`config.mk`:
```
export PLATFORM = sky130hd
export DESIGN_NAME = hrb_top
export DESIGN_NICKNAME = d
export VERILOG_FILES = /design/src/rtl/hrb_pkg.sv /design/src/rtl/hrb_ctrl.sv /design/src/rtl/hrb_tag_cmp.sv /design/src/rtl/hrb_half_sel.sv /design/src/rtl/hrb_wr_lane.sv /design/src/rtl/hrb_top.sv
export SDC_FILE = /design/constraint.sdc
export NUM_CORES = 1
export LEC_CHECK = 0
export BUFFER_PORTS_ARGS = -buffer_cell sky130_fd_sc_hd__buf_2
export CORE_ASPECT_RATIO = 0.5
export CORE_UTILIZATION = 35
export CTS_CLUSTER_SIZE = 28
export DETAILED_ROUTE_END_ITERATION = 10
export PLACE_DENSITY_LB_ADDON = 0.25
export SLEW_MARGIN = 20
export SYNTH_ARGS = -nofsm -noshare
export SYNTH_HDL_FRONTEND = slang
export SYNTH_HIERARCHICAL = 1
export SYNTH_SLANG_ARGS = --single-unit
```
`constraint.sdc`:
```
create_clock -name clk -period 2.1 [get_ports clk]
set_input_delay 0.315 -clock clk [delete_from_list [all_inputs] [get_ports clk]]
set_output_delay 0.315 -clock clk [all_outputs]
set_load 0.01 [all_outputs]
```
`src/rtl/hrb_pkg.sv`:
```
package hrb_pkg;

    typedef enum logic [1:0] {
        ST_IDLE    = 2'd0,
        ST_RD_WAIT = 2'd1,
        ST_WR_WAIT = 2'd2
    } hrb_state_e;

endpackage

```
`src/rtl/hrb_ctrl.sv`:
```
module hrb_ctrl
    import hrb_pkg::*;
(
    input  logic clk,
    input  logic rst_n,
    input  logic req_valid,
    input  logic req_write,
    input  logic hit,
    input  logic mem_ack,
    output logic req_ready,
    output logic rd_hit_go,
    output logic rd_miss_go,
    output logic wr_go,
    output logic fill,
    output logic mem_req,
    output logic mem_we
);

    hrb_state_e state_q, state_d;
    logic       take;

    // State register
    always_ff @(posedge clk) begin
        if (!rst_n) state_q <= ST_IDLE;
        else        state_q <= state_d;
    end

    // Next state
    always_comb begin
        state_d = state_q;
        unique case (state_q)
            ST_IDLE: begin
                if (req_valid && req_write)      state_d = ST_WR_WAIT;
                else if (req_valid && !hit)      state_d = ST_RD_WAIT;
            end
            ST_RD_WAIT: if (mem_ack) state_d = ST_IDLE;
            ST_WR_WAIT: if (mem_ack) state_d = ST_IDLE;
            default:    state_d = ST_IDLE;
        endcase
    end

    // Outputs
    always_comb begin
        req_ready  = 1'b0;
        mem_req    = 1'b0;
        mem_we     = 1'b0;
        fill       = 1'b0;
        unique case (state_q)
            ST_IDLE:    req_ready = 1'b1;
            ST_RD_WAIT: begin
                mem_req = 1'b1;
                fill    = mem_ack;
            end
            ST_WR_WAIT: begin
                mem_req = 1'b1;
                mem_we  = 1'b1;
            end
            default: ;
        endcase
        take       = req_valid && req_ready;
        rd_hit_go  = take && !req_write && hit;
        rd_miss_go = take && !req_write && !hit;
        wr_go      = take && req_write;
    end

endmodule

```
`src/rtl/hrb_tag_cmp.sv`:
```
module hrb_tag_cmp #(
    parameter int TAG_W = 14
) (
    input  logic             entry_vld,
    input  logic [TAG_W-1:0] entry_tag,
    input  logic [TAG_W-1:0] look_tag,
    output logic             hit
);

    assign hit = entry_vld && (entry_tag == look_tag);

endmodule

```
`src/rtl/hrb_half_sel.sv`:
```
module hrb_half_sel #(
    parameter int HALF_W = 16
) (
    input  logic [2*HALF_W-1:0] word,
    input  logic                upper,
    output logic [HALF_W-1:0]   half
);

    assign half = upper ? word[2*HALF_W-1:HALF_W] : word[HALF_W-1:0];

endmodule

```
`src/rtl/hrb_wr_lane.sv`:
```
module hrb_wr_lane #(
    parameter  int HALF_W = 16,
    localparam int HBE_W  = HALF_W / 8
) (
    input  logic [HALF_W-1:0]   half,
    input  logic                upper,
    output logic [2*HALF_W-1:0] wdata,
    output logic [2*HBE_W-1:0]  be
);

    for (genvar g = 0; g < 2; g++) begin : g_lane
        assign wdata[g*HALF_W +: HALF_W] = half;
        assign be[g*HBE_W +: HBE_W]      = {HBE_W{upper == 1'(g)}};
    end

endmodule

```
`src/rtl/hrb_top.sv`:
```
module hrb_top #(
    parameter  int ADDR_W = 16,
    parameter  int HALF_W = 16,
    localparam int WORD_W = 2 * HALF_W,
    localparam int BE_W   = WORD_W / 8,
    localparam int OFS_W  = $clog2(BE_W),
    localparam int TAG_W  = ADDR_W - OFS_W
) (
    input  logic              clk,
    input  logic              rst_n,
    input  logic              req_valid,
    output logic              req_ready,
    input  logic              req_write,
    input  logic [ADDR_W-1:0] req_addr,
    input  logic [HALF_W-1:0] req_wdata,
    output logic              rsp_valid,
    output logic [HALF_W-1:0] rsp_rdata,
    output logic              mem_req,
    output logic              mem_we,
    output logic [TAG_W-1:0]  mem_addr,
    output logic [BE_W-1:0]   mem_be,
    output logic [WORD_W-1:0] mem_wdata,
    input  logic              mem_ack,
    input  logic [WORD_W-1:0] mem_rdata
);

    localparam int SEL = OFS_W - 1;

    logic              hit, rd_hit_go, rd_miss_go, wr_go, fill;
    logic [TAG_W-1:0]  look_tag;
    logic              look_sel;
    logic              addr_unused;

    // Held request
    logic [TAG_W-1:0]  cur_tag_q;
    logic              cur_sel_q;
    logic [HALF_W-1:0] cur_wdata_q;

    // Buffer entry
    logic [WORD_W-1:0] ent_word_q;
    logic [TAG_W-1:0]  ent_tag_q;
    logic              ent_vld_q;

    // Response path
    logic [WORD_W-1:0] src_word;
    logic              src_sel;
    logic [HALF_W-1:0] src_half;
    logic [WORD_W-1:0] lane_wdata;
    logic [BE_W-1:0]   lane_be;

    assign look_tag    = req_addr[ADDR_W-1:OFS_W];
    assign look_sel    = req_addr[SEL];
    assign addr_unused = ^req_addr[SEL:0];

    hrb_ctrl u_ctrl (
        .clk        (clk),
        .rst_n      (rst_n),
        .req_valid  (req_valid),
        .req_write  (req_write),
        .hit        (hit),
        .mem_ack    (mem_ack),
        .req_ready  (req_ready),
        .rd_hit_go  (rd_hit_go),
        .rd_miss_go (rd_miss_go),
        .wr_go      (wr_go),
        .fill       (fill),
        .mem_req    (mem_req),
        .mem_we     (mem_we)
    );

    hrb_tag_cmp #(.TAG_W(TAG_W)) u_cmp (
        .entry_vld (ent_vld_q),
        .entry_tag (ent_tag_q),
        .look_tag  (look_tag),
        .hit       (hit)
    );

    // A fill and an in-place hit never coincide: one needs RD_WAIT, the other IDLE.
    assign src_word = fill ? mem_rdata : ent_word_q;
    assign src_sel  = fill ? cur_sel_q : look_sel;

    hrb_half_sel #(.HALF_W(HALF_W)) u_sel (
        .word  (src_word),
        .upper (src_sel),
        .half  (src_half)
    );

    hrb_wr_lane #(.HALF_W(HALF_W)) u_lane (
        .half  (cur_wdata_q),
        .upper (cur_sel_q),
        .wdata (lane_wdata),
        .be    (lane_be)
    );

    always_ff @(posedge clk) begin
        if (rd_miss_go || wr_go) begin
            cur_tag_q   <= look_tag;
            cur_sel_q   <= look_sel;
            cur_wdata_q <= req_wdata;
        end
        if (fill) begin
            ent_word_q <= mem_rdata;
            ent_tag_q  <= cur_tag_q;
        end
        rsp_rdata <= src_half;
    end

    always_ff @(posedge clk) begin
        if (!rst_n) begin
            ent_vld_q <= 1'b0;
            rsp_valid <= 1'b0;
        end else begin
            if (wr_go)     ent_vld_q <= 1'b0;
            else if (fill) ent_vld_q <= 1'b1;
            rsp_valid <= rd_hit_go || fill;
        end
    end

    assign mem_addr  = cur_tag_q;
    assign mem_be    = mem_we ? lane_be : {BE_W{1'b1}};
    assign mem_wdata = lane_wdata;

endmodule

```
==> flow_summary.json <==
{
  "wl_um": 6790,
  "layout_common_cells": "137 x buf_2, 52 x dfxtp_1, 45 x edfxtp_1",
  "initial_utilization_pct": 36.8,
  "syn_avg_cell_area_um2": 16.2,
  "outcome": "completed",
  "antenna_found_initial": 0,
  "crit_path_start": "ent_tag_q[2]",
  "grt_pass1_wl_um": 11000,
  "synthesis.area_mm2": 0.00383,
  "syn_nets": 309,
  "first_global_vias": 2206,
  "p_leak_nw": 2.04,
  "hold_viol": 0,
  "reg2reg_depth": 6,
  "grt_start_max_net_pins": 33,
  "track_usage_pct": 12.7,
  "clock_skew_ns": 0.00414,
  "yosysUniqueCellTypes": 28,
  "route.detailed.drc": 0,
  "h-tree-depth": 3,
  "final_common_cell": "buf_2",
  "via_per_inst": 4.22,
  "synth_seq_cells": 97,
  "worstReg2RegEnd": "cur_sel_q",
  "cts_buffers": 9,
  "clk_latency_ns": 0.33,
  "final-max-slew-violation-count": 0,
  "end_kind": "flop",
  "drive_gt1_share_pct": 59.9,
  "powerDensity_mw_per_mm2": 1160,
  "slew_headroom_pct": 83.7,
  "cts_tree": "yes",
  "report.power.total_mw": 5.50,
  "routabilityCongestion": 0.720,
  "max_freq_mhz": 508,
  "dieWidth_um": 150,
  "dr.pass1.iters": 4,
  "die_area_mm2": 0.0114,
  "rows": 26,
  "rrSetupSlack_ns": 0.13,
  "arrival_ns": 2.06,
  "cts.sink_count": 97,
  "min_to": "cur_wdata_q[2]",
  "cp.required_ns": 2.19,
  "synth-seq-area-share_pct": 62.5,
  "synthFlopType": "dfxtp_1",
  "finalCriticalPeriod_ns": 1.97,
  "antenna_cells": 0,
  "hold_ws_ns": 0.158,
  "netlist_instances": 236,
  "dp_hpwl_um": 4930,
  "cap_violations": 0,
  "overflow": 0,
  "ios": 139,
  "detail-route-antenna-nets": 0,
  "ir_drop_uv": 553,
  "io_buffers": 137,
  "vias": 2085,
  "rsz0062_at_grt": "false",
  "die_y_um": 75.9,
  "synthArstFlopShare_pct": 0,
  "hold_path.class": "input pin to flop",
  "setup_viol": 0,
  "tightestPinTransition_ns": 0.244,
  "startpoint_type": "flop",
  "worstPathMaxFanout": 18,
  "synth_edf_count": 45,
  "core-area_mm2": 0.0104,
  "cts_root_buf": "clkbuf_16",
  "r2r-start": "ent_tag_q[2]",
  "wl_per_cell_um": 13.8,
  "clock_path_buffers": 2,
  "nNetsFinal": 423,
  "hold_path_startpoint": "req_wdata[2]",
  "path_clk_slew_ns": 0.06,
  "drt_iter0_drc": 78,
  "yosysWarnings": 6,
  "hold_depth": 1,
  "period_share_pct": 93.8,
  "path_class": "flop to flop",
  "areaGrowthSynthToFinish_pct": 23.4
}
## timing repair
item	CTS	global route
hold endpoints to repair	0	0
hold buffers	0	0
resized for setup	0	3
setup endpoints to repair	0	31
setup buffers	0	1
## power breakdown
part	switching (mW)	internal (mW)	total, mW	leakage, nW
logic	0.517	0.781	1.30	1.05
clock network	0.635	0.914	1.55	0.129
registers	0.147	2.51	2.65	0.860
## final cells by class
class | instances | area, um^2
Tap cell | 140 | 175
Sequential cell | 97 | 2390
Clock buffer | 12 | 236
Timing Repair Buffer | 144 | 788
Multi-Input combinational cell | 95 | 1080
Clock inverter | 3 | 42.5
Inverter | 3 | 11.3
Fill cell | 964 | 5690
## critical path: stages (launching register included)
cell      delay, ns
edfxtp_1       0.41
xnor2_2        0.16
nand3_1        0.15
nor4_4         0.31
and4bb_2       0.28
or2_4          0.26
buf_12         0.16
## stage by stage
step / setup slack, ns / setup TNS (ns) / cells / area [um^2] / util [%]
3_3_place_gp: -0.00517 / -0.0831 / 478 / 4420 / 42.5
6_report: 0.130 / 0 / 494 / 4720 / 45.4
5_1_grt: 0.0318 / 0 / 494 / 4720 / 45.4
3_5_place_dp: 0.0186 / 0 / 478 / 4420 / 42.5
4_1_cts: 0.0217 / 0 / 493 / 4700 / 45.1
2_1_floorplan: 0.0570 / 0 / 236 / 3830 / -
## flip-flops by register name (all words and copies together), names as in the netlist
register and cells:
ent_word_q 32, ent_vld_q 1, mem_addr 14, u_ctrl/state_q 2
cur_wdata_q 16, rsp_rdata 16, rsp_valid 1, cur_sel_q 1
ent_tag_q 14
## logic make-up after synthesis
family          share of synthesized area [%]
compound gates                           1.05
xor+xnor                                 3.20
fa+ha+maj                                1.31
buf+inv                                  9.84
flops                                    62.5
mux                                      18.1
simple gates                             3.96
## worst max path at each step
stage	endpoint	slack (ns)	depth (start not counted)
final	cur_sel_q	0.13	6
after floorplan	rsp_rdata[10]	0.06	8
after global placement	cur_wdata_q[8]	-0.005	7
after detailed placement	cur_wdata_q[4]	0.02	7
after global routing	cur_sel_q	0.03	6
after CTS	cur_sel_q	0.02	6
## cells in the mapped netlist, types with 2 or more instances
cell type  instances  share of area [%]
edfxtp_1          45                 35
xnor2_1           14                3.2
buf_4             35                6.9
nand3_1            2               0.26
nor2_1             2               0.20
ha_1               4                1.3
nand4_1            4               0.65
nand2b_1           5               0.82
a21oi_1            2               0.26
buf_6              2               0.59
mux2_4            38                 15
inv_1              3               0.29
buf_12             4                2.1
dfxtp_1           52                 27
mux2_2            11                3.2
## metal layers
| layer | wire length (um) | share of wire [%] | vias up | global-route usage [%] |
|---|---|---|---|---|
| met5 | 0 | 0 | - | 0 |
| met4 | 80 | 1.2 | 0 | 4.24 |
| met3 | 318 | 4.7 | 9 | 4.16 |
| met1 | 2900 | 43 | 995 | 14.9 |
| met2 | 3490 | 51 | 54 | 21.7 |
| li1 | - | - | 1027 | - |
(Power assumes the default switching activity.)
